===== src/rtl/bws_pkg.sv =====
package bws_pkg;

  typedef struct packed {
    logic start;    // accept a request, latch its code
    logic advance;  // move to the next bus state
    logic isWrite;  // direction of the request being accepted
  } seqStrobe_t;

  typedef struct packed {
    logic       handshake;
    logic       reserved;
    logic [4:0] states;
  } codeInfo_t;

  localparam logic [4:0] DEFAULT_STATES = 5'd3;

  function automatic codeInfo_t decodeCode(input logic [3:0] code);
    codeInfo_t info;
    info.handshake = 1'b0;
    info.reserved  = 1'b0;
    info.states    = DEFAULT_STATES;
    case (code)
      4'b0001: info.states = 5'd2;
      4'b0010: info.states = 5'd3;
      4'b0011: info.handshake = 1'b1;
      4'b0100: info.states = 5'd22;
      4'b0101: info.states = 5'd4;
      4'b0110: info.states = 5'd5;
      4'b0111: info.states = 5'd6;
      4'b1000: info.states = 5'd7;
      4'b1001: info.states = 5'd8;
      4'b1010: info.states = 5'd9;
      4'b1011: info.states = 5'd10;
      4'b1100: info.states = 5'd11;
      4'b1101: info.states = 5'd12;
      4'b1110: info.states = 5'd14;
      4'b1111: info.states = 5'd18;
      default: info.reserved = 1'b1;
    endcase
    return info;
  endfunction

endpackage


===== src/rtl/bws_datapath.sv =====
module bws_datapath
  import bws_pkg::*;
#(
  parameter int CNT_W       = 5,
  parameter int HS_MIN      = 6,
  parameter int SYNC_STAGES = 2
) (
  input  logic       clk,
  input  logic       rstN,
  input  seqStrobe_t strobe,
  input  logic [3:0] rdCode,
  input  logic [3:0] wrCode,
  input  logic       waitN,
  output logic       lastState,
  output logic       cfgError
);

  localparam logic [CNT_W-1:0] CNT_MAX = '1;
  localparam logic [CNT_W-1:0] HS_MIN_C = CNT_W'(HS_MIN);

  logic [SYNC_STAGES-1:0] syncQ;
  logic                   waitSeen;
  logic [CNT_W-1:0]       stateCnt;
  logic [CNT_W-1:0]       lenQ;
  logic                   hsQ;
  logic                   errQ;
  logic [3:0]             selCode;
  codeInfo_t              selInfo;

  // Synchronizer for the asynchronous wait pin; a single stage is widened to two.
  generate
    if (SYNC_STAGES >= 2) begin : g_sync
      always_ff @(posedge clk) begin
        if (!rstN) syncQ <= '1;
        else       syncQ <= {syncQ[SYNC_STAGES-2:0], waitN};
      end
    end else begin : g_sync_min
      logic preQ;
      always_ff @(posedge clk) begin
        if (!rstN) begin
          preQ  <= 1'b1;
          syncQ <= '1;
        end else begin
          preQ  <= waitN;
          syncQ <= preQ;
        end
      end
    end
  endgenerate

  assign waitSeen = syncQ[SYNC_STAGES-1];

  always_comb begin
    selCode = strobe.isWrite ? wrCode : rdCode;
    selInfo = decodeCode(selCode);
  end

  always_ff @(posedge clk) begin
    if (!rstN) begin
      stateCnt <= '0;
      lenQ     <= CNT_W'(DEFAULT_STATES);
      hsQ      <= 1'b0;
      errQ     <= 1'b0;
    end else if (strobe.start) begin
      stateCnt <= CNT_W'(1);
      lenQ     <= CNT_W'(selInfo.states);
      hsQ      <= selInfo.handshake;
      if (selInfo.reserved) errQ <= 1'b1;
    end else if (strobe.advance && stateCnt != CNT_MAX) begin
      stateCnt <= stateCnt + 1'b1;
    end
  end

  // The synchronizer output in state k reflects the pin at the edge that
  // began state k-(SYNC_STAGES-1); this stands in for the sixth-state sample.
  assign lastState = hsQ ? ((stateCnt >= HS_MIN_C) && waitSeen)
                         : (stateCnt == lenQ);
  assign cfgError  = errQ;

  a_r5_error_sticky: assert property (@(posedge clk) disable iff (!rstN)
    cfgError |=> cfgError);

  a_r3_len_in_range: assert property (@(posedge clk) disable iff (!rstN)
    !hsQ |-> (lenQ >= CNT_W'(2) && lenQ <= CNT_W'(22)));

  a_r10_count_saturates: assert property (@(posedge clk) disable iff (!rstN)
    (stateCnt == CNT_MAX && !strobe.start) |=> stateCnt == CNT_MAX);

endmodule


===== src/rtl/bws_ctrl.sv =====
module bws_ctrl
  import bws_pkg::*;
(
  input  logic       clk,
  input  logic       rstN,
  input  logic       reqValid,
  input  logic       reqWrite,
  input  logic       bypass,
  input  logic       lastState,
  output seqStrobe_t strobe,
  output logic       busy,
  output logic       done,
  output logic       notServiced
);

  typedef enum logic {S_IDLE, S_ACTIVE} ctrlState_t;

  ctrlState_t stateQ;
  logic       nsQ;

  always_comb begin
    strobe.isWrite = reqWrite;
    strobe.start   = (stateQ == S_IDLE) && reqValid && !bypass;
    strobe.advance = (stateQ == S_ACTIVE) && !lastState;
    done           = (stateQ == S_ACTIVE) && lastState;
  end

  always_ff @(posedge clk) begin
    if (!rstN) begin
      stateQ <= S_IDLE;
      nsQ    <= 1'b0;
    end else begin
      nsQ <= (stateQ == S_IDLE) && reqValid && bypass;
      case (stateQ)
        S_IDLE:   if (strobe.start) stateQ <= S_ACTIVE;
        S_ACTIVE: if (lastState)    stateQ <= S_IDLE;
        default:  stateQ <= S_IDLE;
      endcase
    end
  end

  assign busy        = (stateQ == S_ACTIVE);
  assign notServiced = nsQ;

  a_r4_done_in_busy: assert property (@(posedge clk) disable iff (!rstN)
    done |-> busy);

  a_r4_done_single: assert property (@(posedge clk) disable iff (!rstN)
    done |=> (!busy && !done));

  a_r7_hold_until_done: assert property (@(posedge clk) disable iff (!rstN)
    (busy && !done) |=> busy);

  a_r8_bypass_no_cycle: assert property (@(posedge clk) disable iff (!rstN)
    (!busy && reqValid && bypass) |=> (!busy && notServiced));

  a_r8_ns_idle: assert property (@(posedge clk) disable iff (!rstN)
    notServiced |-> !busy);

endmodule


===== src/rtl/busWaitSeq.sv =====
module busWaitSeq
  import bws_pkg::*;
#(
  parameter int CNT_W       = 5,
  parameter int HS_MIN      = 6,
  parameter int SYNC_STAGES = 2
) (
  input  logic       clk,
  input  logic       rstN,
  input  logic       reqValid,
  input  logic       reqWrite,
  input  logic       bypass,
  input  logic [3:0] rdCode,
  input  logic [3:0] wrCode,
  input  logic       waitN,
  output logic       busy,
  output logic       done,
  output logic       notServiced,
  output logic       cfgError
);

  seqStrobe_t strobe;
  logic       lastState;

  bws_ctrl u_ctrl (
    .clk        (clk),
    .rstN       (rstN),
    .reqValid   (reqValid),
    .reqWrite   (reqWrite),
    .bypass     (bypass),
    .lastState  (lastState),
    .strobe     (strobe),
    .busy       (busy),
    .done       (done),
    .notServiced(notServiced)
  );

  bws_datapath #(
    .CNT_W      (CNT_W),
    .HS_MIN     (HS_MIN),
    .SYNC_STAGES(SYNC_STAGES)
  ) u_datapath (
    .clk      (clk),
    .rstN     (rstN),
    .strobe   (strobe),
    .rdCode   (rdCode),
    .wrCode   (wrCode),
    .waitN    (waitN),
    .lastState(lastState),
    .cfgError (cfgError)
  );

endmodule


===== config.mk =====
export PLATFORM = sky130hd
export DESIGN_NAME = busWaitSeq
export DESIGN_NICKNAME = d
export VERILOG_FILES = /design/src/rtl/bws_pkg.sv /design/src/rtl/bws_datapath.sv /design/src/rtl/bws_ctrl.sv /design/src/rtl/busWaitSeq.sv
export SDC_FILE = /design/constraint.sdc
export NUM_CORES = 1
export LEC_CHECK = 0
export BUFFER_PORTS_ARGS = -buffer_cell sky130_fd_sc_hd__buf_2
export CAP_MARGIN = 20
export CORE_MARGIN = 4
export CORE_UTILIZATION = 56
export CTS_CLUSTER_DIAMETER = 200
export CTS_CLUSTER_SIZE = 40
export DETAILED_ROUTE_END_ITERATION = 8
export GPL_ROUTABILITY_DRIVEN = 0
export PLACE_DENSITY_LB_ADDON = 0.2
export SLEW_MARGIN = 20
export SYNTH_ARGS = -nofsm -noshare
export SYNTH_HDL_FRONTEND = slang
export SYNTH_HIERARCHICAL = 1
export SYNTH_SLANG_ARGS = --single-unit

===== constraint.sdc =====
create_clock -name clk -period 4.1 [get_ports clk]
set_input_delay 0.615 -clock clk [delete_from_list [all_inputs] [get_ports clk]]
set_output_delay 0.615 -clock clk [all_outputs]
set_load 0.005 [all_outputs]

Word level (Yosys, flattened, before mapping)
Index checks and enable logic that the tools add are counted.
Word-level totals
  output and inout port bits: 4
  word-level logic and storage cells: 52
  input port bits: 14
  flip-flop bits (word level): 16
Cells by class
  reduce and logical (&&, ||, !) cells: 13
  multiplexer cells: 9
  add/sub/neg operators: 1
  equal/unequal tests: 17
  magnitude comparators: 1
  bitwise operators: 3
Operators with widths (count)
  case mux 5 bit (13 select lines): 1
  equality test 4 bit (second input constant): 8
  equality test 4 x 3 -> 1 bit (second input constant): 4
  OR reduction 15 bit: 1
  equality test 4 x 2 -> 1 bit (second input constant): 2
  logical AND 1 bit: 7
  two-way mux 1 bit: 6
  adder 5 x 1 -> 5 bit (second input constant): 1
  equality test 5 bit: 1
  greater-or-equal comparator 5 x 3 -> 1 bit (second input constant): 1
  inequality test 5 bit (second input constant): 1
  equality test 4 x 1 -> 1 bit (second input constant): 1
  two-way mux 4 bit: 1
  NOT 1 bit: 3
  zero test 1 bit: 2
  case mux 1 bit (2 select lines): 1
  AND reduction 2 bit: 1
  nonzero test 2 bit: 1
  OR reduction 2 bit: 1

Depth between registers and ports, before layout
Gate-level depths: netlist (run 1).
  word-level depth: 8
  mapped depth: 11
  depth with buffers taken out: 10

Hierarchy
Netlist (run 1), hierarchy kept.
Modules (own cells, without submodules)
  bws_datapath: cells each 87, times used 1, seq. area each 280.3 µm², area an instance 807.0 µm²
  bws_ctrl: cells each 8, times used 1, seq. area each 40.0 µm², area an instance 100.1 µm²

Least setup slack after synthesis (run 1)
Ideal clock, no wire load.
  path type: register to register
  start point: reg u_datapath.stateCnt[0]
  end point: reg u_datapath.stateCnt[3]
  slack: 2.005 ns
  arrival time: 1.975 ns
  clock period less this slack: 2.095 ns
  setup time: 0.119 ns
  stages on the path, launching flop included: 12
  required time: 3.981 ns
  path buffers: 1
  cell sequence: dfxtp_1 > inv_1 > ha_1 > o21a_1 > o311ai_0 > o41ai_1 > nor2b_4 > nor2b_1 > clkbuf_1 > nand4_1 > xor2_1 > nor2_1
RTL lines
  start: declaration: line bws_datapath.sv:23  | logic [CNT_W-1:0] stateCnt;
  start signal: assignment: line bws_datapath.sv:70  | stateCnt <= stateCnt + 1'b1;

Final worst setup path (run 1)
  start point: reg u_datapath.stateCnt[4]
  end point: out done
Between the ends
  word-level cells in the longest chain between the ends: 4
  elaborated cells between the ends (all ways): 5
  those cells by class: order compare (1); eq/ne (1); mux (1); reduce/logical (2)
Ends and longest elaborated chain
  greater-or-equal comparator 5 x 3 -> 1 bit: line bws_datapath.sv:76  | assign lastState = hsQ ? ((stateCnt >= HS_MIN_C) && waitSeen)
  logical AND 1 bit: line bws_datapath.sv:76
  two-way mux 1 bit (*): line bws_datapath.sv:76
  named net lastState: line busWaitSeq.sv:23  | logic lastState;
  logical AND 1 bit (*): line bws_ctrl.sv:25  | done = (stateQ == S_ACTIVE) && lastState;
  end: declaration: line busWaitSeq.sv:17  | output logic done,
The timed path passes the listed nets; every way through them passes the cells marked *.

==> results of run 1 <==
-- power groups by stage --
stage	Combinational, mW	Sequential, mW	Clock (mW)
floorplan	0.0442	0.171	0
global placement	0.0581	0.172	0
detailed placement	0.0597	0.172	0
CTS	0.0599	0.168	0.0797
global route	0.0663	0.169	0.0862
finish	0.0597	0.168	0.0750
-- cell usage in the layout (no fill, tap or decap), types with 2 or more instances in the layout --
cell type | Yosys | routed
xnor2_1 | 4 | 4
o32a_1 | 2 | 2
mux2i_1 | 4 | 4
nor3_1 | 2 | 2
nand4_1 | 2 | 2
dfxtp_1 | 16 | 16
nand2_1 | 5 | 5
nand2b_1 | 4 | 4
mux2_4 | 3 | 3
and3_1 | 2 | 2
ha_1 | 3 | 3
buf_2 | 0 | 17
nor2b_1 | 3 | 3
o21ai_0 | 2 | 2
o21a_1 | 3 | 3
a22oi_1 | 2 | 2
inv_1 | 2 | 2
a31oi_1 | 2 | 2
xor2_1 | 4 | 4
clkbuf_4 | 0 | 3
nor2_1 | 9 | 9
nand3_1 | 2 | 2
-- layer usage --
metal,share of wire (%),GRT usage [%],vias up
met3,3.1,2.21,6
met5,0,0,-
li1,-,-,379
met4,3.7,12.9,0
met2,50,29.2,16
met1,43,17.0,334
-- synthesized netlist by cell type (all sizes together) --
cell	count
dfxtp	16
nor2	10
nand2	5
mux2i	4
nand2b	4
nor2b	4
xnor2	4
xor2	4
and3	3
ha	3
mux2	3
o21a	3
a22oi	2
a31oi	2
buf	2
inv	2
nand3	2
nand4	2
nor3	2
o21ai	2
o32a	2
a211oi	1
a21boi	1
a21oi	1
a32o	1
and2	1
and4b	1
clkbuf	1
nand3b	1
nor3b	1
o211ai	1
o311ai	1
o32ai	1
o41ai	1
or2b	1
-- worst paths after layout --
path	from	endpoint	slack [ns]	cells after the start
hold / removal	u_datapath/syncQ[0]	u_datapath/syncQ[1]	0.41	1
hold reg to reg	u_datapath/syncQ[0]	u_datapath/syncQ[1]	0.41	1
setup / recovery	u_datapath/stateCnt[4]	done	1.53	5
setup reg to reg	u_datapath/stateCnt[0]	u_datapath/stateCnt[3]	1.73	10
-- flip-flops by register name, indices dropped and copies added, names as in the netlist --
| register | cells |
|---|---|
| u_ctrl/busy | 1 |
| u_ctrl/notServiced | 1 |
| u_datapath/cfgError | 1 |
| u_datapath/hsQ | 1 |
| u_datapath/lenQ | 5 |
| u_datapath/stateCnt | 5 |
| u_datapath/syncQ | 2 |
-- cells by family (layout without fill, tap and decap cells) --
logic type | after synthesis | after routing | share of synthesized area, %
buffers and inverters | 5 | 22 | 3.31
flip-flops | 16 | 16 | 35.3
AND/OR/NAND/NOR | 37 | 37 | 24.3
AO/OA/AOI/OAI | 19 | 19 | 15.9
adder cells (fa/ha/maj) | 3 | 3 | 4.14
multiplexers | 7 | 7 | 9.38
XOR/XNOR | 8 | 8 | 7.72
-- final cells by class --
class / instances / area share (%)
Multi-Input combinational cell: 74 / 55.0
Sequential cell: 16 / 31.6
Timing Repair Buffer: 17 / 8.41
Clock buffer: 3 / 2.22
Tap cell: 16 / 1.98
Inverter: 2 / 0.742
==> results.md, run 1 <==
- Initial antenna violation count: 0
- Clock Latency Late Sink: 0.27 ns
- Dpl hpwl: 1.32 mm
- Headroom to the max-slew limit: 53.0%
- Largest net degree at the start of global routing: 11
- Final instance area: 0.00101 mm2
- Switching part of the total power: 25.7%
- Vias post-DR: 735
- Post-Syn Instances: 95
- Share of the synthesized area in the top cell type: 35.3%
- Sink Count: 16
- Fin Clk Skew: 0.00101 ns
- Post_cts resized: 0
- Vias in the first global route: 660
- Root Buffer: clkbuf_4
- Post-Syn Nets: 112
- DRT Pass-1 Iters: 4
- Fin Setup TNS: 0 ns
- Leakage: 0.448 nW
- Clock buffer count from CTS: 3
- Die width: 48.2 um
- Non-filler cells, final: 128
- Hold crit path type: register to register
- Arrival time at the worst endpoint: 1.96 ns
- Global-route wire length before repair: 2.62 mm
- Final WL: 1.64 mm
- Post-CTS Setup Bufs: 0
- RSZ-0062 raised after global routing: false
- Internal power: 0.225 mW
- Post-synth top area cell: dfxtp_1
- DRC viols: 0
- CTS tree: built
- IO Pins: 18
- DR vias/cell: 5.74
- Run status: completed
- Seq cells post-synth: 16
- Max Root-Sink Buffers: 2
- Clock network power share: 24.8%
- Die Y: 48.2 um
- Final setup viols: 0
- Site row count: 14
- Dpl ws: 1.76 ns
- PD cells: 299 mW/mm2
- Psw: 0.0778 mW
- Final nets: 131
- Final Hold Viols: 0
- IO Port Bufs: 17
- Worst path cell trace: xnor2_1 -> nand3_1 -> o41ai_1 -> and2_2 -> buf_2
- Sequential cell area: 320 um2
- Slew @ Worst Pin: 0.695 ns
- Comb pwr share: 19.7%
- Wire per inst: 12.8 um
- Drt initial violations: 7
- Worst setup SP type: register
- Share of post-route cells with drive strength above 1: 25.9%
- Core Area: 0.00152 mm2
- Multi-input logic area: 557 um2
- Sequential share of the synthesized area: 35.3%
- Critical path class: register to output port
- CP Capture Type: output port
- Hold WS: 0.410 ns
- Avg Cell Area, Syn: 9.55 um2
- Netlist cell types: 39
- Sequential power share: 55.5%
- DIE AREA: 0.00233 mm2
- N_diodes: 0
- IR Drop Worst-Case VDD: 0.191 mV
- Mapped Area: 907 um2
- Dpl cells: 125
- CTS Hold Buffers Added: 0
- CP top delay family: compound AO/OA/AOI/OAI gates
- Synth warnings: 6
- Design Power: 0.303 mW
- Initial Util: 59.5%
- Layout fillers: 126
- Minimum clock period: 2.57 ns
- Final Cycle Share: 62.7%
- CP max stage delay: 0.68 ns
- Total track usage: 16.4%
- # H-tree levels: 1
- Overflow after GRT: 0
- # Max-Cap Violations: 0
- Crit path buffers/inverters: 1
- Main area contributors after synthesis: dfxtp_1 (35%), mux2_4 (5.0%), mux2i_1 (4.4%)
- Crit Path Max Fanout: 4
- Number of routed nets with antenna violations: 0
- Worst setup margin: 1.53 ns
- Area growth syn-to-layout: 11.6%
- Finished Core Util: 66.4%
- Post-DP Area: 990 um2
- Crit path max-delay cell type: o41ai_1
- Clk slew on worst S/H paths: 0.08 ns
- Max Clk Rate: 389 MHz
- Worst endpoint required time: 3.48 ns
- Fin. max-slew vios: 0
No activity file was read; power rests on OpenSTA's default activity.
==> inputs of run 2 (changes only) <==
- CORE_UTILIZATION: 56 -> 52
- clock period: 4.1 -> 2.6 ns (I/O delays scaled with it)
==> run 2 against run 1 <==
Compared with the run above:
- design area did not move
- clock power rose by 61%
- sequential share of layout area did not move
- critical path depth rose by 2
- cell count did not move
- hold slack got worse by 0.10 ns
- worst setup slack got worse by 1.3 ns
- count of clock-buffer cells in the layout did not move
- first-iteration DRC count rose by 57%
- clock skew rose by 0.00062 ns
==> results.md, run 2 (same netlist as run 1, synthesis figures left out) <==
- Largest regs: u_datapath/lenQ (5), u_datapath/stateCnt (5), u_datapath/syncQ (2)
- Fin Clk Skew: 0.00163 ns
- Number of routed nets with antenna violations: 0
- N_diodes: 0
- Final instance area: 0.00101 mm2
- IO Port Bufs: 17
- Wire per inst: 12.9 um
- Die Y: 49.8 um
- Share of post-route cells with drive strength above 1: 25.9%
- IO Pins: 18
- Internal power: 0.355 mW
- Psw: 0.124 mW
- Sink Count: 16
- Initial antenna violation count: 0
- Comb pwr share: 19.5%
- Initial Util: 57.5%
- Critical path class: register to output port
- DRT Pass-1 Iters: 4
- PD cells: 474 mW/mm2
- Worst setup SP type: register
- Core Area: 0.00158 mm2
- Post_cts resized: 0
- Fin. max-slew vios: 0
- Final nets: 131
- Post-DP Area: 990 um2
- Hold WS: 0.305 ns
- Hold crit path type: input port to register
- Leading cell type in the layout, fill and taps excluded: buf_2
- Worst endpoint required time: 2.21 ns
- Total track usage: 14.8%
- Leakage: 0.448 nW
- CTS Hold Buffers Added: 0
- Headroom to the max-slew limit: 61.5%
- CTS tree: built
- Max Root-Sink Buffers: 2
- Max Clk Rate: 428 MHz
- Post-CTS Setup Bufs: 0
- CP Capture Type: output port
- Met1 usage: 16.7%
- # Max-Cap Violations: 0
- M2 GR Usage: 25.1%
- Slew @ Worst Pin: 0.570 ns
- Vias in the first global route: 720
- Site row count: 14
- DR vias/cell: 5.91
- Final Hold Viols: 0
- Die width: 49.8 um
- Minimum clock period: 2.34 ns
- Drt initial violations: 11
- DRC viols: 0
- Switching part of the total power: 25.9%
- Dpl hpwl: 1.30 mm
- Final Cycle Share: 89.9%
- Fin Setup TNS: 0 ns
- Sequential power share: 55.3%
- Area growth syn-to-layout: 11.6%
- DIE AREA: 0.00248 mm2
- Root Buffer: clkbuf_4
- IR Drop Worst-Case VDD: 0.239 mV
- Final WL: 1.65 mm
- Global-route wire length before repair: 2.88 mm
- Arrival time at the worst endpoint: 1.95 ns
- Run status: completed
- Layout fillers: 128
- # H-tree levels: 1
- Vias post-DR: 756
- Largest net degree at the start of global routing: 11
- Overflow after GRT: 0
- Clock network power share: 25.2%
- Final setup viols: 0
- Clock Latency Late Sink: 0.27 ns
- Crit Path Max Fanout: 4
- Met3 GRT Util: 2.71%
- Top Usage Layer GRT: met2
- Most frequent cells in the layout: buf_2 (17), dfxtp_1 (16), nor2_1 (9)
- RSZ-0062 raised after global routing: false
- Clock buffer count from CTS: 3
- Clk slew on worst S/H paths: 0.08 ns
-- run 2: cell counts in the layout (fill, tap and decap cells not counted) --
No cell type changed its count.
-- run 2: area by class of cell --
class                           count  area (um2)  area share [%]
Clock buffer                        3        22.5            2.22
Multi-Input combinational cell     74         557            55.0
Inverter                            2        7.51           0.742
Tap cell                           16        20.0            1.98
Timing Repair Buffer               17        85.1            8.41
Sequential cell                    16         320            31.6
-- run 2: stage by stage --
stage               util, %  power (mW)  cells  setup slack, ns
detailed placement     62.8       0.365    125            0.315
floorplan                 -       0.339     95            0.505
finish                 64.2       0.479    128            0.262
global placement       62.8       0.362    125            0.377
CTS                    64.2       0.486    128            0.265
global route           64.2       0.511    128           0.0999
-- run 2: layer usage --
metal  vias to the layer above  part of all wire (%)
met2                        17                    50
met3                         4                   4.3
met5                         -                     0
li1                        376                     -
met1                       359                    44
met4                         0                   2.2
-- run 2: worst paths after layout --
| check | start | endpoint | slack, ns | depth (start not counted) |
|---|---|---|---|---|
| min | waitN | u_datapath/syncQ[0] | 0.31 | 2 |
| max | u_datapath/stateCnt[0] | done | 0.26 | 7 |
| min reg2reg | u_datapath/syncQ[0] | u_datapath/syncQ[1] | 0.42 | 1 |
| max reg2reg | u_datapath/stateCnt[0] | u_datapath/stateCnt[3] | 0.28 | 10 |
-- run 2: worst max-delay path, stage by stage, from the launching register on --
cell and delay, ns:
dfxtp_1 0.39, inv_1 0.09, ha_1 0.20, o21a_1 0.16, o311ai_0 0.29, o41ai_1 0.19, and2_2 0.22, buf_2 0.12
-- run 2: power groups by stage --
| stage | logic (mW) | clock network [mW] | registers, mW |
|---|---|---|---|
| floorplan | 0.0697 | 0 | 0.269 |
| global placement | 0.0919 | 0 | 0.270 |
| detailed placement | 0.0935 | 0 | 0.271 |
| CTS | 0.0939 | 0.127 | 0.265 |
| global route | 0.104 | 0.139 | 0.267 |
| finish | 0.0936 | 0.121 | 0.265 |
